==> config.mk <==
export PLATFORM = sky130hd
export DESIGN_NAME = rom_out_fmt
export DESIGN_NICKNAME = d
export VERILOG_FILES = /design/src/rtl/rom_out_fmt_pkg.sv /design/src/rtl/fmt_ser.sv /design/src/rtl/fmt_port.sv /design/src/rtl/rom_out_fmt.sv
export SDC_FILE = /design/constraint.sdc
export NUM_CORES = 1
export LEC_CHECK = 0
export BUFFER_PORTS_ARGS = -buffer_cell sky130_fd_sc_hd__clkbuf_2
export CAP_MARGIN = 10
export CORE_ASPECT_RATIO = 1.75
export CORE_MARGIN = 2
export CORE_UTILIZATION = 25
export CTS_CLUSTER_SIZE = 8
export DETAILED_ROUTE_END_ITERATION = 10
export PLACE_DENSITY = 0.42
export SLEW_MARGIN = 20
export SYNTH_ARGS = -nofsm -noshare
export SYNTH_HDL_FRONTEND = slang
export SYNTH_SLANG_ARGS = --single-unit
==> constraint.sdc <==
create_clock -name clk_i -period 3.1 [get_ports clk_i]
set_clock_uncertainty 0.1 [all_clocks]
set_input_delay 0 -clock clk_i [delete_from_list [all_inputs] [get_ports clk_i]]
set_output_delay 0 -clock clk_i [all_outputs]
set_load 0.05 [all_outputs]
==> src/rtl/rom_out_fmt_pkg.sv <==
package rom_out_fmt_pkg;
  typedef enum logic [1:0] {
    DLV_SERIAL = 2'd0,
    DLV_BYTE   = 2'd1,
    DLV_NIBBLE = 2'd2
  } dlv_e;

  function automatic dlv_e pick_dlv(input logic cs_hit, input logic par, input logic hsel);
    if (!cs_hit || !par) return DLV_SERIAL;
    return hsel ? DLV_NIBBLE : DLV_BYTE;
  endfunction
endpackage

==> src/rtl/fmt_ser.sv <==
module fmt_ser #(
  parameter int DATA_W = 8
) (
  input  logic              clk_i,
  input  logic              rst_ni,
  input  logic              clr_i,
  input  logic              load_i,
  input  logic              step_i,
  input  logic [DATA_W-1:0] data_i,
  output logic              ser_o,
  output logic              busy_o,
  output logic              done_o
);
  localparam int CNT_W = $clog2(DATA_W);
  localparam logic [CNT_W-1:0] LAST = CNT_W'(DATA_W - 1);

  logic [CNT_W-1:0]  cnt_q;
  logic [DATA_W-1:0] sh_q;

  // count wraps to 0 after the last bit (DATA_W is a power of two)
  always_ff @(posedge clk_i or negedge rst_ni) begin
    if (!rst_ni) begin
      cnt_q  <= '0;
      sh_q   <= '0;
      ser_o  <= 1'b0;
      done_o <= 1'b0;
    end else if (clr_i) begin
      cnt_q  <= '0;
      sh_q   <= '0;
      ser_o  <= 1'b0;
      done_o <= 1'b0;
    end else begin
      done_o <= 1'b0;
      if (load_i) begin
        ser_o <= data_i[0];
        sh_q  <= data_i >> 1;
        cnt_q <= CNT_W'(1);
      end else if (step_i) begin
        ser_o <= sh_q[0];
        sh_q  <= sh_q >> 1;
        cnt_q <= cnt_q + 1'b1;
        if (cnt_q == LAST) done_o <= 1'b1;
      end
    end
  end

  assign busy_o = (cnt_q != '0);

  p_done_single_r4: assert property (@(posedge clk_i) disable iff (!rst_ni)
    done_o |=> !done_o);
  p_idle_hold_r9: assert property (@(posedge clk_i) disable iff (!rst_ni)
    (!load_i && !step_i && !clr_i) |=> ($stable(ser_o) && $stable(cnt_q)));
  p_clr_r1: assert property (@(posedge clk_i) disable iff (!rst_ni)
    clr_i |=> (cnt_q == '0 && !ser_o && !done_o));
endmodule

==> src/rtl/fmt_port.sv <==
module fmt_port #(
  parameter int DATA_W = 8
) (
  input  logic              clk_i,
  input  logic              rst_ni,
  input  logic              clr_i,
  input  logic              load_i,
  input  logic              par_i,
  input  logic              nib_i,
  input  logic [DATA_W-1:0] data_i,
  output logic [DATA_W-1:0] port_o,
  output logic              done_o
);
  localparam int NIB_W = DATA_W / 2;

  logic [DATA_W-1:0] val;

  always_comb begin
    val = data_i;
    if (nib_i) val = {{NIB_W{1'b0}}, data_i[DATA_W-1:NIB_W]};
  end

  always_ff @(posedge clk_i or negedge rst_ni) begin
    if (!rst_ni) begin
      port_o <= '0;
      done_o <= 1'b0;
    end else if (clr_i) begin
      port_o <= '0;
      done_o <= 1'b0;
    end else begin
      done_o <= load_i && par_i;
      if (load_i) port_o <= val;
    end
  end

  p_nib_upper_r6: assert property (@(posedge clk_i) disable iff (!rst_ni)
    (load_i && nib_i && !clr_i) |=> (port_o[DATA_W-1:NIB_W] == '0));
  p_port_hold_r9: assert property (@(posedge clk_i) disable iff (!rst_ni)
    (!load_i && !clr_i) |=> $stable(port_o));
  p_port_clr_r1: assert property (@(posedge clk_i) disable iff (!rst_ni)
    clr_i |=> (port_o == '0 && !done_o));
endmodule

==> src/rtl/rom_out_fmt.sv <==
module rom_out_fmt
  import rom_out_fmt_pkg::*;
#(
  parameter int DATA_W = 8
) (
  input  logic              clk_i,
  input  logic              rst_ni,
  input  logic              pd_i,
  input  logic              par_i,
  input  logic              hsel_i,
  input  logic              cs_hit_i,
  input  logic              req_i,
  input  logic [DATA_W-1:0] mem_data_i,
  input  logic [DATA_W-1:0] port_i,
  output logic [DATA_W-1:0] port_o,
  output logic              port_oe_o,
  output logic              ser_o,
  output logic              byte_done_o
);
  dlv_e              dlv;
  logic              busy, start, ser_load, ser_step, port_load;
  logic              ser_done, par_done;
  logic [DATA_W-1:0] src;

  assign dlv       = pick_dlv(cs_hit_i, par_i, hsel_i);
  assign src       = cs_hit_i ? mem_data_i : port_i;
  assign start     = req_i && !busy;
  assign ser_load  = start && (dlv == DLV_SERIAL);
  assign ser_step  = req_i && busy;
  assign port_load = start && cs_hit_i;

  fmt_ser #(.DATA_W(DATA_W)) u_ser (
    .clk_i  (clk_i),
    .rst_ni (rst_ni),
    .clr_i  (pd_i),
    .load_i (ser_load),
    .step_i (ser_step),
    .data_i (src),
    .ser_o  (ser_o),
    .busy_o (busy),
    .done_o (ser_done)
  );

  fmt_port #(.DATA_W(DATA_W)) u_port (
    .clk_i  (clk_i),
    .rst_ni (rst_ni),
    .clr_i  (pd_i),
    .load_i (port_load),
    .par_i  (dlv != DLV_SERIAL),
    .nib_i  (dlv == DLV_NIBBLE),
    .data_i (src),
    .port_o (port_o),
    .done_o (par_done)
  );

  assign byte_done_o = ser_done || par_done;
  assign port_oe_o   = cs_hit_i && !pd_i;

  p_done_after_req_r4: assert property (@(posedge clk_i) disable iff (!rst_ni)
    byte_done_o |-> ($past(req_i) && !$past(pd_i)));
  p_ext_keep_r7: assert property (@(posedge clk_i) disable iff (!rst_ni)
    (!cs_hit_i && !pd_i) |=> $stable(port_o));
  p_no_dual_done_r4: assert property (@(posedge clk_i) disable iff (!rst_ni)
    !(ser_done && par_done));
endmodule

# After elaboration in Yosys (flattened, before gate mapping)
# Cells that the tools add are included.
# word_totals
regBits,22
latch_bits,0
ram_bits,0
rom_bits,0
out_inout_bits,11
elab_cells,48
memories,0
# op_classes
add_sub_neg,1
multipliers,0
div_mod_pow,0
n_lt_le_gt_ge,0
eq_ne,2
shift,0
muxes,22
n_bitwise,0
reduce_logical,17
# op_table
cell,count
$mux 8,7
$mux 1,9
$mux 3,3
$logic_and 1x1->1,6
$mux 2,3
$reduce_bool 3->1,2
$logic_not 1->1,4
$reduce_bool 2->1,2
$add 3x1->3 const B,1
$eq 3x3->1 const B,1
$eq 2x2->1 const B,1
$logic_not 2->1,1
$logic_or 1x1->1,2

# Depth between registers and ports, before layout
# depth
word_depth,8
mapped_depth,6
mapped_depth_nobuf,5

# Hierarchy
# From an unflattened synthesis, not the netlist that was laid out.
# hier_totals
cells_unflattened,111
area_unflattened_um2,1219.9
# modules_own_cells
module,instances,cells_each,area_per_inst_um2,seq_area_each_um2
fmt_ser,1,54,610.6,300.3
fmt_port,1,39,431.7,225.2
rom_out_fmt,1,18,177.7,0.0

# Least setup slack after synthesis
# Ideal clock, no wire load.
# synth_path
path_kind,register to register
startpoint,register u_ser.cnt_q[0]
endpoint,register u_ser.sh_q[3]
setup_ns,0.133
t_arrival_ns,1.357
t_required_ns,2.867
setup_slack_ns,1.509
stages_incl_launch_ff,6
n_path_buf,0
synth_period_minus_slack_ns,1.591
path_cell_list,dfrtp_1 > inv_1 > ha_1 > nand3b_2 > a2111oi_0 > o32ai_1
# synth_via
elab_chain_len,6
elab_cells_between_ends,8
# synth_lines
item,line_no,source
start: declaration,fmt_ser.sv:17,logic [CNT_W-1:0] cnt_q;
start signal: assignment,fmt_ser.sv:41,cnt_q <= cnt_q + 1'b1;
$reduce_bool 3->1 (*),fmt_ser.sv:47,assign busy_o = (cnt_q != '0);
$logic_not 1->1,rom_out_fmt.sv:27,assign start = req_i && !busy;
$logic_and 1x1->1,rom_out_fmt.sv:27,
$logic_and 1x1->1,rom_out_fmt.sv:28,assign ser_load = start && (dlv == DLV_SERIAL);
$mux 8,fmt_ser.sv:34,if (load_i) begin
$mux 8,fmt_ser.sv:27,end else if (clr_i) begin
end signal: assignment,fmt_ser.sv:36,sh_q <= data_i >> 1;
end signal: assignment,fmt_ser.sv:40,sh_q <= sh_q >> 1;
end: declaration,fmt_ser.sv:18,logic [DATA_W-1:0] sh_q;
# Mark *: on every way between the ends. The rest lies on a longest branch, timed or not.
# A chain may end at the register's enable or synchronous reset.

# Final worst setup path
# layout_path
startpoint,register u_ser.cnt_q[0]
endpoint,register u_ser.sh_q[0]
# Same word-level chain as after synthesis.

==> run_results.csv <==
group,metric,value,unit
power_and_ir_drop,power.switching,241,uW
floorplan,core,4930,um^2
power_and_ir_drop,leakagePower,0.000703,uW
floorplan,die_h,98.5,um
placement,gp_congestion,0.721,
clock_tree,numClockSinks,21,
clock_tree,clock_latency,260,ps
synth,yosysTopAreaCell,"dfrtp_1",
global_routing,grt-ovfl-total,0,
finish,diodes,0,
clock_tree,tritoncts,"built",
clock_tree,path_clk_slew,80,ps
clock_tree,cts-root-buf,"clkbuf_8",
power_and_ir_drop,p_per_area,460,nW/um^2
placement,io_buffers,33,
setup_path,crit_path_top_delay_cell,"and3b_1",
synth,synth_area,1270,um^2
route,routedWlPerCell,15.4,um
synth,synth_cells,128,
finish,syn_to_final_growth,18.5,%
synth,ys_seq_elements,21,
power_and_ir_drop,combPwrFrac,0.295,
route,first_iter_violations,14,
sta,report.final.slew_viol_count,0,
setup_path,cp-start-kind,"flip-flop",
setup_path,cp.required,3160,ps
worst_hold_path,min-delay-start,"req_i",
setup_path,crit_chain,"inv_1 > ha_1 > and3b_1 > a21oi_1 > o32ai_1",
synth,avgSynthCellArea,9.96,um^2
synth,synth_area_leaders,"dfrtp_1 41%, a21oi_1 5.5%, o32ai_1 5.5%",
synth,synth_nets,154,
worst_hold_path,hold_path_depth,3,
route,vias,1102,
clock_tree,htree_levels,1,
synth,netlist.area_leader.share,0.412,
finish,multi_input_area,632,um^2
synth,synth_cell_types,37,
finish,drive_gt1_frac,0.297,
setup_path,arrival,1960,ps
global_routing,grt_first_pass_wirelength,5.43,mm
finish,final_nets,185,
finish,post-route-util,0.306,
worst_hold_path,hold_class,"in2reg",
route,drt_wl_total,3.26,mm
route,routed_via_density,5.20,
setup_path,max_stage_delay,430,ps
sta,tightest_slew,571,ps
floorplan,ios,34,
power_and_ir_drop,pwr-share-seq,0.442,
sta,holdWs,27.2,ps
setup_path,criticalPathCategory,"reg2reg",
clock_tree,cts_resized,0,
power_and_ir_drop,p_int,455,uW
route,ant_nets,0,
finish,stdcell_area,1510,um^2
outcome,status,"completed",
setup_path,endpoint_kind,"flip-flop",
route,drc,0,
setup_path,worst-r2r-cell-count,5,
finish,nFillCells,541,
route,detail_route.first_pass.iterations,4,
placement,placed_cell_area,1440,um^2
finish,regArea,526,um^2
global_routing,grt_pass1_vias,1120,
floorplan,initial_utilization,0.258,
synth,yosysMostFrequentCell,"dfrtp_1",
setup_path,cpLargestDelayFamily,"simple AND/OR/NAND/NOR gates",
setup_path,r2r_start,"u_ser.cnt_q[0]",
setup_path,path_max_fanout,8,
clock_tree,clock_path_buffers,2,
synth,ys_warn_count,0,
synth,ys_async_sr_fraction,1.00,
setup_path,cp.depth,5,
power_and_ir_drop,switching_share,0.346,
floorplan,die_x,58.0,um
synth,synth_common_cells,"21 x dfrtp_1, 14 x a21oi_1, 11 x inv_1, 8 x o32ai_1",
setup_path,crit_buf_inv,1,
clock_tree,cts_buffers,3,
sta,finalSetupViolCount,0,
sta,tns,0,ps
sta,timing.fmax,0.526,GHz
power_and_ir_drop,max-vdd-ir-drop,0.261,mV
power_and_ir_drop,p_clk_frac,0.263,
floorplan,dieArea,5710,um^2
flow_run,maxCapViolations,0,
setup_path,setup.worst_path.start,"u_ser.cnt_q[0]",
global_routing,antenna_found_initial,0,
synth,synth_edf_count,0,
sta,rsz0062_at_grt,"false",
sta,finalCritPeriodShare,0.613,
placement,dp_hpwl,2.50,mm
global_routing,grt_max_degree,23,
sta,period_needed,1900,ps
global_routing,grt_usage,0.123,
sta,finalHoldViolations,0,
floorplan,fp-row-count,34,
synth,seq_area_frac_synth,0.412,
synth,synth_ff_type,"dfrtp_1",
sta,max-slew-margin-rel,0.619,
==> cells by family after synthesis <==
kind of cell | count (synthesis) | share of synthesized area
buffers and inverters | 22 | 0.0922
multiplexers | 6 | 0.0520
adder cells (fa/ha/maj) | 3 | 0.0294
flip-flops | 21 | 0.412
AO/OA/AOI/OAI | 34 | 0.187
AND/OR/NAND/NOR | 42 | 0.227
==> routing by layer <==
layer / vias up / GRT usage / routed length, um
met4: 0 / 0.0501 / 53
met2: 33 / 0.220 / 1750
met3: 4 / 0.0118 / 137
met5: - / 0 / 0
li1: 534 / - / -
met1: 531 / 0.145 / 1320
==> stage by stage <==
| stage | total power (uW) | setup WS, ps | cells |
|---|---|---|---|
| CTS | 705 | 1200 | 212 |
| global placement | 517 | 1280 | 205 |
| finish | 696 | 1200 | 212 |
| detailed placement | 519 | 1200 | 205 |
| floorplan | 469 | 1510 | 128 |
| global route | 737 | 995 | 212 |
==> sequential cells by signal, indices dropped and copies added (netlist names) <==
name	count
u_port.port_o	8
u_ser.sh_q	7
u_ser.cnt_q	3
u_port.done_o	1
u_ser.done_o	1
u_ser.ser_o	1
==> tightest hold or removal path, stage by stage <==
cell and delay (ps):
clkbuf_2 200, inv_2 100, nor3_1 50
==> layout by cell type (no fill, tap or decap), drive strengths merged, types with 2 or more instances in the layout <==
cell type and instances:
inv 12, dlygate4sd3 3, ha 3, nor3 7
a21o 2, nand3b 3, nand3 5, and4b 2
o211ai 4, a21oi 15, nand2 9, nand4b 7
clkbuf 36, o32ai 8, mux2 5, dfrtp 21
nor2b 3, a2111oi 2
==> repair_timing <==
item,in CTS,in global routing
buffers inserted,0,0
hold buffers,3,0
hold endpoints to repair,23,0
endpoints found under the setup margin,0,0
==> area by class of cell <==
cell class,count,share of cell area
clock buffers,3,0.0273
clock inverters,1,0.00331
inverters,12,0.0298
multi-input cells,85,0.418
flip-flops and latches,21,0.348
well taps,54,0.0447
repair buffers,36,0.129
==> final timing paths <==
path | to | slack (ps)
max in group asynchronous | u_ser.cnt_q[0] | 2370
hold reg to reg | u_port.port_o[2] | 420
hold / removal | u_port.done_o | 30
setup reg to reg | u_ser.sh_q[0] | 1200
setup / recovery | u_ser.sh_q[0] | 1200
min in group asynchronous | u_port.port_o[2] | 150
==> power groups by stage <==
stage	Combinational, uW	Sequential [uW]	Clock (uW)
CTS	209	308	188
floorplan	130	339	0
global route	228	311	198
global placement	205	312	0
detailed placement	206	313	0
finish	205	308	183
No activity file was read; power rests on OpenSTA's default activity.
